## src/rtl/flg_pkg.sv

```systemverilog
package flg_pkg;
  localparam int FLAG_W = 8;
  localparam int POS_C  = 0;
  localparam int POS_D  = 1;
  localparam int POS_Z  = 2;
  localparam int POS_S  = 3;
  localparam int POS_B  = 4;
  localparam int POS_O  = 5;
  localparam int POS_I  = 6;
  localparam int POS_U  = 7;
endpackage

```

## src/rtl/flg_cond_calc.sv

```systemverilog
module flg_cond_calc
  import flg_pkg::*;
#(
  parameter int DATA_W = 8
) (
  input  logic [DATA_W-1:0] res,
  input  logic              cy,
  input  logic              ov,
  input  logic              upd_c,
  input  logic              upd_z,
  input  logic              upd_s,
  input  logic              upd_o,
  input  logic [FLAG_W-1:0] cur,
  output logic [FLAG_W-1:0] nxt
);
  logic is_zero;
  logic is_neg;

  assign is_zero = (res == '0);
  assign is_neg  = res[DATA_W-1];

  always_comb begin
    nxt = cur;
    if (upd_c) nxt[POS_C] = cy;
    if (upd_z) nxt[POS_Z] = is_zero;
    if (upd_s) nxt[POS_S] = is_neg;
    if (upd_o) nxt[POS_O] = ov;
  end
endmodule

```

## src/rtl/flg_ctrl_calc.sv

```systemverilog
module flg_ctrl_calc
  import flg_pkg::*;
#(
  parameter int NUM_W     = 6,
  parameter int LOW_LIMIT = 32
) (
  input  logic [FLAG_W-1:0] base,
  input  logic              ack,
  input  logic              ack_hw,
  input  logic [NUM_W-1:0]  ack_num,
  output logic [FLAG_W-1:0] nxt
);
  localparam int CMP_W = NUM_W + 1;
  localparam logic [CMP_W-1:0] LIMIT_V = CMP_W'(LOW_LIMIT);

  logic num_low;
  logic clr_stack;

  assign num_low   = ({1'b0, ack_num} < LIMIT_V);
  assign clr_stack = ack && (ack_hw || num_low);

  always_comb begin
    nxt = base;
    if (ack) begin
      nxt[POS_D] = 1'b0;
      nxt[POS_I] = 1'b0;
    end
    if (clr_stack) nxt[POS_U] = 1'b0;
  end
endmodule

```

## src/rtl/flg_step_gen.sv

```systemverilog
module flg_step_gen (
  input  logic clk,
  input  logic rst,
  input  logic insn_done,
  input  logic dbg,
  input  logic ack,
  output logic step_req
);
  always_ff @(posedge clk) begin
    if (rst) step_req <= 1'b0;
    else     step_req <= insn_done && dbg && !ack;
  end
endmodule

```

## src/rtl/flg_status_reg.sv

```systemverilog
module flg_status_reg
  import flg_pkg::*;
#(
  parameter int DATA_W    = 8,
  parameter int REG_W     = 12,
  parameter int NUM_W     = 6,
  parameter int LOW_LIMIT = 32
) (
  input  logic              clk,
  input  logic              rst,
  input  logic [DATA_W-1:0] alu_res,
  input  logic              alu_cy,
  input  logic              alu_ov,
  input  logic              upd_c,
  input  logic              upd_z,
  input  logic              upd_s,
  input  logic              upd_o,
  input  logic              wr_en,
  input  logic [REG_W-1:0]  wr_data,
  input  logic              ack,
  input  logic              ack_hw,
  input  logic [NUM_W-1:0]  ack_num,
  input  logic              insn_done,
  output logic [REG_W-1:0]  flags_q,
  output logic              bank_sel,
  output logic              sp_user,
  output logic              irq_en,
  output logic              step_req
);
  localparam int RSV_W = REG_W - FLAG_W;

  logic [FLAG_W-1:0] flg_r;
  logic [FLAG_W-1:0] cond_nxt;
  logic [FLAG_W-1:0] base_nxt;
  logic [FLAG_W-1:0] final_nxt;

  flg_cond_calc #(.DATA_W(DATA_W)) u_cond (
    .res(alu_res), .cy(alu_cy), .ov(alu_ov),
    .upd_c(upd_c), .upd_z(upd_z), .upd_s(upd_s), .upd_o(upd_o),
    .cur(flg_r), .nxt(cond_nxt)
  );

  assign base_nxt = wr_en ? wr_data[FLAG_W-1:0] : cond_nxt;

  flg_ctrl_calc #(.NUM_W(NUM_W), .LOW_LIMIT(LOW_LIMIT)) u_ctrl (
    .base(base_nxt), .ack(ack), .ack_hw(ack_hw), .ack_num(ack_num),
    .nxt(final_nxt)
  );

  always_ff @(posedge clk) begin
    if (rst) flg_r <= '0;
    else     flg_r <= final_nxt;
  end

  flg_step_gen u_step (
    .clk(clk), .rst(rst), .insn_done(insn_done),
    .dbg(flg_r[POS_D]), .ack(ack), .step_req(step_req)
  );

  generate
    if (RSV_W > 0) begin : g_rsv
      assign flags_q = {{RSV_W{1'b0}}, flg_r};
    end else begin : g_norsv
      assign flags_q = flg_r[REG_W-1:0];
    end
  endgenerate

  assign bank_sel = flg_r[POS_B];
  assign sp_user  = flg_r[POS_U];
  assign irq_en   = flg_r[POS_I];
endmodule

```

## config.mk

```make
export PLATFORM = sky130hd
export DESIGN_NAME = flg_status_reg
export DESIGN_NICKNAME = d
export VERILOG_FILES = /design/src/rtl/flg_pkg.sv /design/src/rtl/flg_cond_calc.sv /design/src/rtl/flg_ctrl_calc.sv /design/src/rtl/flg_step_gen.sv /design/src/rtl/flg_status_reg.sv
export SDC_FILE = /design/constraint.sdc
export NUM_CORES = 1
export LEC_CHECK = 0
export ABC_AREA = 1
export BUFFER_PORTS_ARGS = -buffer_cell sky130_fd_sc_hd__buf_2
export CAP_MARGIN = 0
export CELL_PAD_IN_SITES_DETAIL_PLACEMENT = 1
export CELL_PAD_IN_SITES_GLOBAL_PLACEMENT = 2
export CORE_AREA = 2 2 68 70
export DETAILED_ROUTE_END_ITERATION = 8
export DIE_AREA = 0 0 70 72
export PLACE_DENSITY = 0.72
export SYNTH_ARGS = -nofsm -noshare
export SYNTH_HDL_FRONTEND = slang
export SYNTH_HIERARCHICAL = 1
export SYNTH_SLANG_ARGS = --single-unit
```

## constraint.sdc

```tcl
create_clock -name clk -period 0.9 [get_ports clk]
set_input_delay 0.135 -clock clk [delete_from_list [all_inputs] [get_ports clk]]
set_output_delay 0.135 -clock clk [all_outputs]
set_load 0.02 [all_outputs]
```

* Word-level counts from Yosys, hierarchy flattened *
Cells that the tools add are included.

word-level totals
  register bits after elaboration = 9
  input bits = 38
  output and inout bits = 16
  logic and storage cells = 26

operators by class
  $lt $le $gt $ge = 1
  muxes and demuxes = 5
  reductions and logical operators = 12

operator list
  cell                                       count
  logical NOT 8 bit                          1
  nonzero test 2 bit                         4
  < comparator 6 bit, second input constant  1
  2-to-1 mux 6 bit                           1
  2-to-1 mux 1 bit                           4
  OR reduction 2 bit                         2
  logical AND 1 bit                          3
  logical NOT 1 bit                          1
  logical OR 1 bit                           1

* Logic depth before layout (Yosys ltp) *
Gate-level depths: netlist of run 1.

  depth in word-level cells = 4
  mapped depth = 10
  mapped depth without buffers = 9

* Modules after synthesis *
Netlist of run 1, hierarchy kept.

modules (own cells, without submodules)
  module          times used  cells each  area each (sq um)  sequential area each (sq um)
  flg_status_reg  1           59          394.1              160.2
  flg_cond_calc   1           20          117.6              0.0
  flg_ctrl_calc   1           13          72.6               0.0
  flg_step_gen    1           6           41.3               20.0

* Worst setup path after synthesis of run 1 *
Ideal clock, no wire load.

  kind = reg-to-reg
  from = reg, netlist name flg_r[0]
  to = reg flg_r[0]
  setup time = 0.115 ns
  arrival = 0.898 ns
  data required time = 0.785 ns
  path slack = -0.113 ns
  stages on the path, launching flop included = 7
  path buffers = 1
  period minus slack after synthesis = 1.013 ns
  cell sequence = dfxtp_1 -> mux2_2 -> nand2_1 -> nand2_1 -> buf_4 -> inv_1 -> nor2_1

RTL lines
  what                  line                  text
  to (signal assigned)  flg_status_reg.sv:52  else flg_r <= final_nxt;
  to (decl)             flg_status_reg.sv:32  logic [FLAG_W-1:0] flg_r;

==> results of run 1 <==
stage by stage:
| stage | setup TNS [ns] | cell area, um^2 | power [uW] | instances | hold WS, ns |
|---|---|---|---|---|---|
| floorplan | -0.243 | 652 | 625 | 101 | 0.263 |
| global placement | 0 | 788 | 668 | 176 | 0.386 |
| detailed placement | 0 | 788 | 678 | 176 | 0.391 |
| CTS | 0 | 833 | 1170 | 180 | 0.141 |
| global route | -0.0889 | 843 | 1230 | 180 | 0.153 |
| finish | 0 | 843 | 1140 | 180 | 0.146 |
sequential cells by signal, indices dropped and copies added (netlist names):
name	cells
flg_r	8
u_step/step_req	1
synthesized netlist by cell type:
master	number	share of area
and2_0	1	0.010
buf_6	1	0.018
conb_1	1	0.0060
inv_1	17	0.10
inv_8	1	0.018
buf_4	16	0.19
dfxtp_1	9	0.29
nor2_2	2	0.020
nor2_1	13	0.078
nand2_1	32	0.19
mux2_2	3	0.054
a21oi_2	1	0.014
buf_2	1	0.0080
kinds of logic after synthesis:
family / after synthesis / share of synthesized area
flops: 9 / 0.288
mux: 3 / 0.0540
compound gates: 1 / 0.0140
other cells: 1 / 0.00599
buf+inv: 36 / 0.338
simple gates: 48 / 0.300
critical path: cells and delay by family, from the launching register on:
family	cells	cell delay (ns)
buffers and inverters	1	0.05
DFF	1	0.33
muxes	1	0.26
and+or+nand+nor	3	0.14
placed cells by master, fill, tap and decap left out, drive strengths merged:
cell / Yosys / layout
inv: 18 / 18
dfxtp: 9 / 9
nor2: 15 / 15
and2: 1 / 1
buf: 18 / 41
conb: 1 / 4
mux2: 3 / 3
a21oi: 1 / 1
nand2: 32 / 32
clkbuf: 0 / 4
worst paths after layout:
path                           endpoint           startpoint  slack (ns)  depth (start not counted)
max                 flg_r[3]$_SDFF_PP0_  flg_r[3]$_SDFF_PP0_        0.02                          5
min          u_step/step_req$_SDFF_PP0_            insn_done        0.15                          3
min reg2reg  u_step/step_req$_SDFF_PP0_  flg_r[1]$_SDFF_PP0_        0.47                          2
max reg2reg         flg_r[3]$_SDFF_PP0_  flg_r[3]$_SDFF_PP0_        0.02                          5
report_power, final:
part	internal, uW	leakage [uW]	switching (uW)
sequential	416	0.0000771	9.93
combinational	106	0.000392	136
clock	309	0.0000228	163
total	831	0.000492	309
area by class of cell:
type | instances | area, um^2
Fill cell | 550 | 3420
Multi-Input combinational cell | 56 | 245
Timing Repair Buffer | 41 | 218
Sequential cell | 9 | 195
Inverter | 18 | 75.1
Tap cell | 52 | 65.1
Clock buffer | 4 | 45.0
what timing repair did:
| item | 4_1_cts | 5_1_grt |
|---|---|---|
| gates resized for setup | 0 | 4 |
| endpoints found under the setup margin | 0 | 7 |
| endpoints found under the hold margin | 0 | 0 |
per-layer routing:
layer / part of all wire / global-route usage / vias to the layer above
met5: 0 / 0 / -
met3: 0.089 / 0.0264 / 2
li1: - / - / 317
met4: 0.0036 / 0.0256 / 0
met2: 0.51 / 0.123 / 26
met1: 0.39 / 0.0776 / 279
==> reports/results.txt, run 1 <==
Status = completed
Pwr dens = 1350 nW/um^2
CTS H-Tree Depth = 1
Detailed-placement wirelength estimate = 1420 um
GPL Wtd Cong = 0.755
Worst VDD drop = 0.316 mV
Initial Util = 0.147
Worst path most repeated cell = nand2_1
Final core area utilization = 0.198
Nets@finish = 167
First-pass GRT wire length = 2810 um
TritonCTS buffer count = 3
YS warnings = 6
Largest net degree at the start of global routing = 10
DR vias = 624
WL/cell = 9.24 um
WS Path Type = reg2reg
# clock sinks = 9
Drt first pass iters = 4
Setup WS pre-CTS = 0.0131 ns
# diodes = 0
Slowest stage delay, CP = 0.33 ns
Initial antenna violation count = 0
Hold_buf cts = 0
Crit-path cells = mux2_2 -> nand2_1 -> nand2_1 -> inv_1 -> nor2_1
Port Buffers = 40
Period minus WS final = 0.879 ns
Register bit total from synthesis = 9
Final Max Slew Viols = 0
Post-synth cell types = 13
CP startpoint kind = register
I/O pin count = 54
Seq/Total Area, Yosys = 0.288
Core area = 4260 um^2
Crit path required time = 1.02 ns
Hold crit path type = in2reg
Final period utilization = 0.977
Final setup viols = 0
GRT overflow = 0
Reg clk slew, reported paths = 0.05 ns
CTS tree = yes
Crit-path max FO = 2
Starting DRT DRC Count = 20
# DRC = 0
Final WS setup = 0.0211 ns
Maximum root-to-sink buffer count = 2
Setup bufs post-CTS = 0
Root Buffer = clkbuf_8
Avg Inst Size Synth = 6.38 um^2
Leakage = 0.000492 uW
Die Ht = 72 um
Cells after Synth = 98
DIE AREA = 5040 um^2
Crit path arrival time = 1.00 ns
Final Hold Vio Count = 0
Fmax = 1.14 GHz
Remaining antenna violation count = 0
Die W = 70 um
Clk_lat worst skew = 0.23 ns
Clock skew = 0.0000875 ns
Site row count = 24
Crit. End Element = register
Critical path's slowest cell = dfxtp_4
Via/cell ratio = 3.47
RSZ-0062 raised after global routing = yes
Area Growth Syn to Fin = 34.8%
GRT Util Overall = 0.0699
Share of cells above drive strength 1 = 0.445
Post-Syn Area = 626 um^2
Max-cap violations = 0
Drt total wl = 1660 um
Vias in the first global route = 668
Power figures use the tool's default switching activity.
==> run 2: changes to the inputs <==
--- a/config.mk
+++ b/config.mk
@@ -11,6 +11,7 @@
 export CELL_PAD_IN_SITES_DETAIL_PLACEMENT = 1
 export CELL_PAD_IN_SITES_GLOBAL_PLACEMENT = 2
 export CORE_AREA = 2 2 68 70
+export CTS_CLUSTER_DIAMETER = 60
 export DETAILED_ROUTE_END_ITERATION = 8
 export DIE_AREA = 0 0 70 72
 export PLACE_DENSITY = 0.72
==> constraint.sdc (replaced) <==
create_clock -name clk -period 0.8 [get_ports clk]
set_input_delay 0.12 -clock clk [delete_from_list [all_inputs] [get_ports clk]]
set_output_delay 0.12 -clock clk [all_outputs]
set_load 0.02 [all_outputs]
==> run 2 against run 1 <==
Compared with the run above:
- the run now ends with negative setup slack left
- sequential share of layout area shrank 0.18 points
- clock skew about the same
- critical path depth did not move
- global-route usage about the same
- final cell count did not move
- clock-buffer cell count unchanged
- utilization is 1.8 points higher
- cell area is 9.2% higher
- hold slack worse by 0.015 ns
- critical path type unchanged
- critical endpoint unchanged
- largest power group unchanged
==> reports/results.txt, run 2 (synthesized netlist as in run 1, its figures left out) <==
Final core area utilization = 0.216 (was 0.198)
Worst path most repeated cell = nand2_1 (unchanged)
Critical path's slowest cell = dfxtp_4 (unchanged)
Status = finished with violations (was completed)
Hold_ws = 0.131 ns (was 0.146 ns)
Detailed-placement wirelength estimate = 1370 um (was 1420 um)
Vias in the first global route = 623 (was 668)
Wire length on met1 = 599 um (was 652 um)
Max reg flops = 8 (unchanged)
Worst setup path endpoint = flg_r[3]$_SDFF_PP0_ (unchanged)
Drt first pass iters = 2 (was 4)
Pwr dens = 1410 nW/um^2 (was 1350 nW/um^2)
CP startpoint kind = register (unchanged)
I/O pin count = 54 (unchanged)
Max-cap violations = 0 (unchanged)
# clock sinks = 9 (unchanged)
# diodes = 0 (unchanged)
Reg2reg end = flg_r[3]$_SDFF_PP0_ (unchanged)
R2r setup slk = -0.08 ns (was 0.02 ns)
DR WL met3 = 164 um (was 148 um)
Crit. End Element = register (unchanged)
DR vias = 602 (was 624)
CTS H-Tree Depth = 1 (unchanged)
Port Buffers = 40 (unchanged)
Clock skew = 0.0000277 ns (was 0.0000875 ns)
Final WS setup = -0.0760 ns (was 0.0211 ns)
Final Max Slew Viols = 0 (unchanged)
Initial antenna violation count = 0 (unchanged)
Fmax = 1.14 GHz (about the same)
First-pass GRT wire length = 2800 um (was 2810 um)
Die Ht = 72 um (unchanged)
Dpl cells = 176 (unchanged)
CTS tree = yes (unchanged)
Period minus WS final = 0.876 ns (was 0.879 ns)
Number of fill cells = 542 (was 550)
Final setup viols = 14 (was 0)
Crit-path max FO = 2 (unchanged)
Total negative setup slack = -0.428 ns (was 0 ns)
Site row count = 24 (unchanged)
Worst r2r src = flg_r[3]$_SDFF_PP0_ (unchanged)
Biggest regs = flg_r: 8 flops, u_step/step_req: 1 flops (unchanged)
Starting DRT DRC Count = 7 (was 20)
WL/cell = 9.16 um (was 9.24 um)
Core area = 4260 um^2 (unchanged)
Commonest non-fill, non-tap cell in the layout = nand2_1 (was buf_2)
Reg with most FFs = flg_r (unchanged)
Remaining antenna violation count = 0 (unchanged)
Reg clk slew, reported paths = 0.05 ns (about the same)
Worst VDD drop = 0.684 mV (was 0.316 mV)
Met2 routed WL = 885 um (was 856 um)
Final Instance Count excl. Fillers = 180 (unchanged)
TritonCTS buffer count = 3 (unchanged)
DIE AREA = 5040 um^2 (unchanged)
Via/cell ratio = 3.34 (was 3.47)
Drt total wl = 1650 um (was 1660 um)
Area Growth Syn to Fin = 47.2% (was 34.8%)
# DRC = 0 (unchanged)
Setup crit start = flg_r[3]$_SDFF_PP0_ (unchanged)
WS Path Type = reg2reg (unchanged)
GRT overflow = 0 (unchanged)
Nets@finish = 167 (unchanged)
Most frequent cells in the layout = nand2_1 (32), buf_2 (28), inv_1 (15) (was buf_2 (36), nand2_1 (32), inv_1 (17))
Slowest stage delay, CP = 0.33 ns (about the same)
Maximum root-to-sink buffer count = 2 (unchanged)
Crit-path cells = mux2_2 -> nand2_1 -> nand2_1 -> inv_1 -> nor2_1 (unchanged)
Clk_lat worst skew = 0.23 ns (about the same)
Hold crit path type = in2reg (unchanged)
Reg2Reg Depth = 5 (unchanged)
Leakage = 0.000503 uW (was 0.000492 uW)
Failing checks = negative setup slack
Highest Signal Layer = met3 (was met4)
Final Hold Vio Count = 0 (unchanged)
RSZ-0062 raised after global routing = yes (unchanged)
GPL Wtd Cong = 0.761 (was 0.755)
Initial Util = 0.147 (unchanged)
Die W = 70 um (unchanged)
Root Buffer = clkbuf_8 (unchanged)
Final period utilization = 1.09 (was 0.977)
GRT Util Overall = 0.0702 (was 0.0699)
Largest net degree at the start of global routing = 10 (unchanged)
Crit path arrival time = 1.00 ns (about the same)
Share of cells above drive strength 1 = 0.484 (was 0.445)
Crit path required time = 0.92 ns (was 1.02 ns)
run 2: cell counts in the layout (fill, tap and decap cells not counted):
No cell type changed its count.
run 2: what timing repair did:
action | CTS | global route
gates resized for setup | 21 | 3
cloned | 0 | 0
setup endpoints to repair | 15 | 18
hold buffers | 0 | 0
pin swaps | 0 | 1
buffers inserted | 0 | 0
run 2: how the worst min path moves through the flow:
stage / startpoint / to / slack [ns] / cells after the start
2_1_floorplan: ack / flg_r[6]$_SDFF_PP0_ / 0.25 / 3
3_3_place_gp: insn_done / u_step/step_req$_SDFF_PP0_ / 0.37 / 3
3_5_place_dp: insn_done / u_step/step_req$_SDFF_PP0_ / 0.38 / 3
4_1_cts: insn_done / u_step/step_req$_SDFF_PP0_ / 0.13 / 3
5_1_grt: insn_done / u_step/step_req$_SDFF_PP0_ / 0.13 / 3
6_report: insn_done / u_step/step_req$_SDFF_PP0_ / 0.13 / 3
run 2: routing by layer:
layer,global-route usage,vias to the layer above
met3,0.0292,0
met2,0.133,29
li1,-,319
met4,0.00641,0
met1,0.0759,254
met5,0,-
run 2: power by group:
| group | internal, uW | total, uW | switching, uW | leakage (uW) |
|---|---|---|---|---|
| combinational | 143 | 297 | 154 | 0.000400 |
| sequential | 458 | 474 | 15.8 | 0.0000798 |
| clock | 348 | 531 | 184 | 0.0000228 |
| total | 949 | 1300 | 354 | 0.000503 |
run 2: final cells by class:
| cell class | instances | area [um^2] | share of cell area |
|---|---|---|---|
| Multi-Input combinational cell | 56 | 245 | 0.266 |
| Tap cell | 52 | 65.1 | 0.0707 |
| Clock buffer | 4 | 45.0 | 0.0489 |
| Sequential cell | 9 | 211 | 0.230 |
| Timing Repair Buffer | 41 | 279 | 0.303 |
| Inverter | 18 | 75.1 | 0.0815 |
run 2: worst max-delay path, delay by kind of cell, from the launching register on:
| kind | cells | cell delay, ns |
|---|---|---|
| flops | 1 | 0.33 |
| mux | 1 | 0.26 |
| simple gates | 3 | 0.13 |
| buf+inv | 1 | 0.04 |
run 2: through the flow:
stage	power (uW)	cell area [um^2]	setup WS [ns]
after floorplan	701	682	-0.181
after global placement	744	803	-0.0550
after detailed placement	752	803	-0.0720
after CTS	1340	913	-0.0818
after global routing	1400	921	-0.147
final	1300	921	-0.0760
==> run 3: changes to the inputs <==
--- a/config.mk
+++ b/config.mk
@@ -6,15 +6,15 @@
 export NUM_CORES = 1
 export LEC_CHECK = 0
 export ABC_AREA = 1
-export BUFFER_PORTS_ARGS = -buffer_cell sky130_fd_sc_hd__buf_2
 export CAP_MARGIN = 0
 export CELL_PAD_IN_SITES_DETAIL_PLACEMENT = 1
 export CELL_PAD_IN_SITES_GLOBAL_PLACEMENT = 2
-export CORE_AREA = 2 2 68 70
+export CORE_AREA = 2 2 64 51
 export CTS_CLUSTER_DIAMETER = 60
 export DETAILED_ROUTE_END_ITERATION = 8
-export DIE_AREA = 0 0 70 72
-export PLACE_DENSITY = 0.72
+export DIE_AREA = 0 0 66 53
+export DONT_BUFFER_PORTS = 1
+export PLACE_DENSITY = 0.65
 export SYNTH_ARGS = -nofsm -noshare
 export SYNTH_HDL_FRONTEND = slang
 export SYNTH_HIERARCHICAL = 1
==> run 3 against run 2 <==
Compared with the run above:
- the flow finishes with violations (negative hold slack, negative setup slack)
- critical path depth did not move
- global-route usage increased by 1.5 points
- sequential power about the same
- clock-buffer cell count unchanged
- largest cell class is now multi-input combinational cells
==> reports/results.txt, run 3 (synthesized netlist as in run 1, its figures left out) <==
CTS H-Tree Depth = 1 (unchanged)
Crit. End Element = register (unchanged)
Max reg flops = 8 (unchanged)
Core area = 2850 um^2 (was 4260 um^2)
Starting DRT DRC Count = 3 (was 7)
Biggest regs = flg_r: 8 flops, u_step/step_req: 1 flops (unchanged)
Largest net degree at the start of global routing = 10 (unchanged)
Port Buffers = 0 (was 40)
GPL Wtd Cong = 0.574 (was 0.761)
Via/cell ratio = 3.61 (was 3.34)
Detailed-placement wirelength estimate = 1040 um (was 1370 um)
# DRC = 0 (unchanged)
Drt first pass iters = 2 (unchanged)
Max-cap violations = 0 (unchanged)
Site row count = 17 (was 24)
Share of cells above drive strength 1 = 0.358 (was 0.484)
Final WS setup = -0.0859 ns (was -0.0760 ns)
Die Ht = 53 um (was 72 um)
Failing checks = negative hold slack, negative setup slack (was negative setup slack)
Leakage = 0.000374 uW (was 0.000503 uW)
CTS tree = yes (unchanged)
Reg with most FFs = flg_r (unchanged)
WL/cell = 10.1 um (was 9.16 um)
Setup bufs post-CTS = 0 (unchanged)
Crit path required time = 0.93 ns (was 0.92 ns)
Final Hold Vio Count = 8 (was 0)
Worst VDD drop = 0.691 mV (was 0.684 mV)
Status = finished with violations (unchanged)
Final core area utilization = 0.259 (was 0.216)
Final period utilization = 1.11 (was 1.09)
Period minus WS final = 0.886 ns (was 0.876 ns)
Maximum root-to-sink buffer count = 2 (unchanged)
# clock sinks = 9 (unchanged)
First-pass GRT wire length = 1990 um (was 2800 um)
DR vias = 480 (was 602)
WS Path Type = reg2reg (unchanged)
Crit-path max FO = 2 (unchanged)
CP startpoint kind = register (unchanged)
Most frequent cells in the layout = nand2_1 (27), inv_1 (15), nor2_1 (13) (was nand2_1 (32), buf_2 (28), inv_1 (15))
Final Max Slew Viols = 0 (unchanged)
I/O pin count = 54 (unchanged)
Final setup viols = 13 (was 14)
Die W = 66 um (was 70 um)
Clk_lat worst skew = 0.23 ns (about the same)
Setup WS pre-CTS = -0.0690 ns (was -0.0720 ns)
Remaining antenna violation count = 0 (unchanged)
Nets@finish = 134 (was 167)
RSZ-0062 raised after global routing = yes (unchanged)
DIE AREA = 3500 um^2 (was 5040 um^2)
Pwr dens = 1630 nW/um^2 (was 1410 nW/um^2)
Final Power = 1210 uW (was 1300 uW)
Crit path arrival time = 1.02 ns (was 1.00 ns)
Drt total wl = 1340 um (was 1650 um)
Post-route cell area = 738 um^2 (was 921 um^2)
Commonest non-fill, non-tap cell in the layout = nand2_1 (unchanged)
Initial Util = 0.219 (was 0.147)
Hold crit path type = in2reg (unchanged)
Root Buffer = clkbuf_8 (unchanged)
Clock skew = 0.000128 ns (was 0.0000277 ns)
Fmax = 1.13 GHz (was 1.14 GHz)
GRT overflow = 0 (unchanged)
Reg clk slew, reported paths = 0.05 ns (about the same)
# diodes = 0 (unchanged)
Area Growth Syn to Fin = 18.0% (was 47.2%)
GRT Util Overall = 0.0852 (was 0.0702)
Initial antenna violation count = 0 (unchanged)
TritonCTS buffer count = 3 (unchanged)
Hold_ws = -0.0599 ns (was 0.131 ns)
Placed Area = 638 um^2 (was 803 um^2)
Vias in the first global route = 425 (was 623)
## run 3: report_power, final
group | leakage (uW) | switching (uW) | internal, uW
sequential | 0.0000798 | 18.8 | 459
clock | 0.0000228 | 177 | 347
combinational | 0.000271 | 111 | 92.4
total | 0.000374 | 307 | 898
## run 3: per-layer routing
metal / GRT usage / share of wire / up-vias
met2: 0.120 / 0.45 / 28
met3: 0.0638 / 0.12 / 2
li1: - / - / 252
met4: 0.0408 / 0.010 / 0
met1: 0.0946 / 0.42 / 198
met5: 0 / 0 / -
## run 3: area by class of cell
type,count,area [um^2]
fillers,360,2110
multi-input cells,56,265
flip-flops and latches,9,211
repair buffers,8,93.8
inverters,18,75.1
well taps,38,47.5
clock buffers,4,45.0
## run 3: worst paths after layout
path                            cells past startpoint  slack (ns)                start                   to
worst max-delay path                                5       -0.09  flg_r[3]$_SDFF_PP0_  flg_r[3]$_SDFF_PP0_
worst min-delay path                                1       -0.06                  rst  flg_r[1]$_SDFF_PP0_
worst max register to register                      5       -0.09  flg_r[3]$_SDFF_PP0_  flg_r[3]$_SDFF_PP0_
worst min register to register                      4        0.58  flg_r[4]$_SDFF_PP0_  flg_r[4]$_SDFF_PP0_
## run 3: repair_timing
item                                    4_1_cts  5_1_grt
resized for setup                             5       12
endpoints found under the setup margin       13       17
pin swaps                                     2       13
endpoints found under the hold margin         8        8
## run 3: stage by stage
| step | instances | hold slack (ns) | TNS (ns) |
|---|---|---|---|
| 6_report | 133 | -0.0599 | -0.462 |
| 5_1_grt | 133 | -0.0798 | -1.05 |
| 4_1_cts | 133 | -0.0643 | -0.613 |
| 3_5_place_dp | 129 | 0.185 | -0.182 |
| 3_3_place_gp | 129 | 0.183 | -0.127 |
| 2_1_floorplan | 101 | 0.246 | -0.616 |
## run 3: worst max-delay path: stages, from the launching register on
cell	delay, ns
dfxtp_4	0.33
mux2_4	0.27
nand2_2	0.06
nand2_1	0.04
inv_1	0.04
nor2_1	0.03
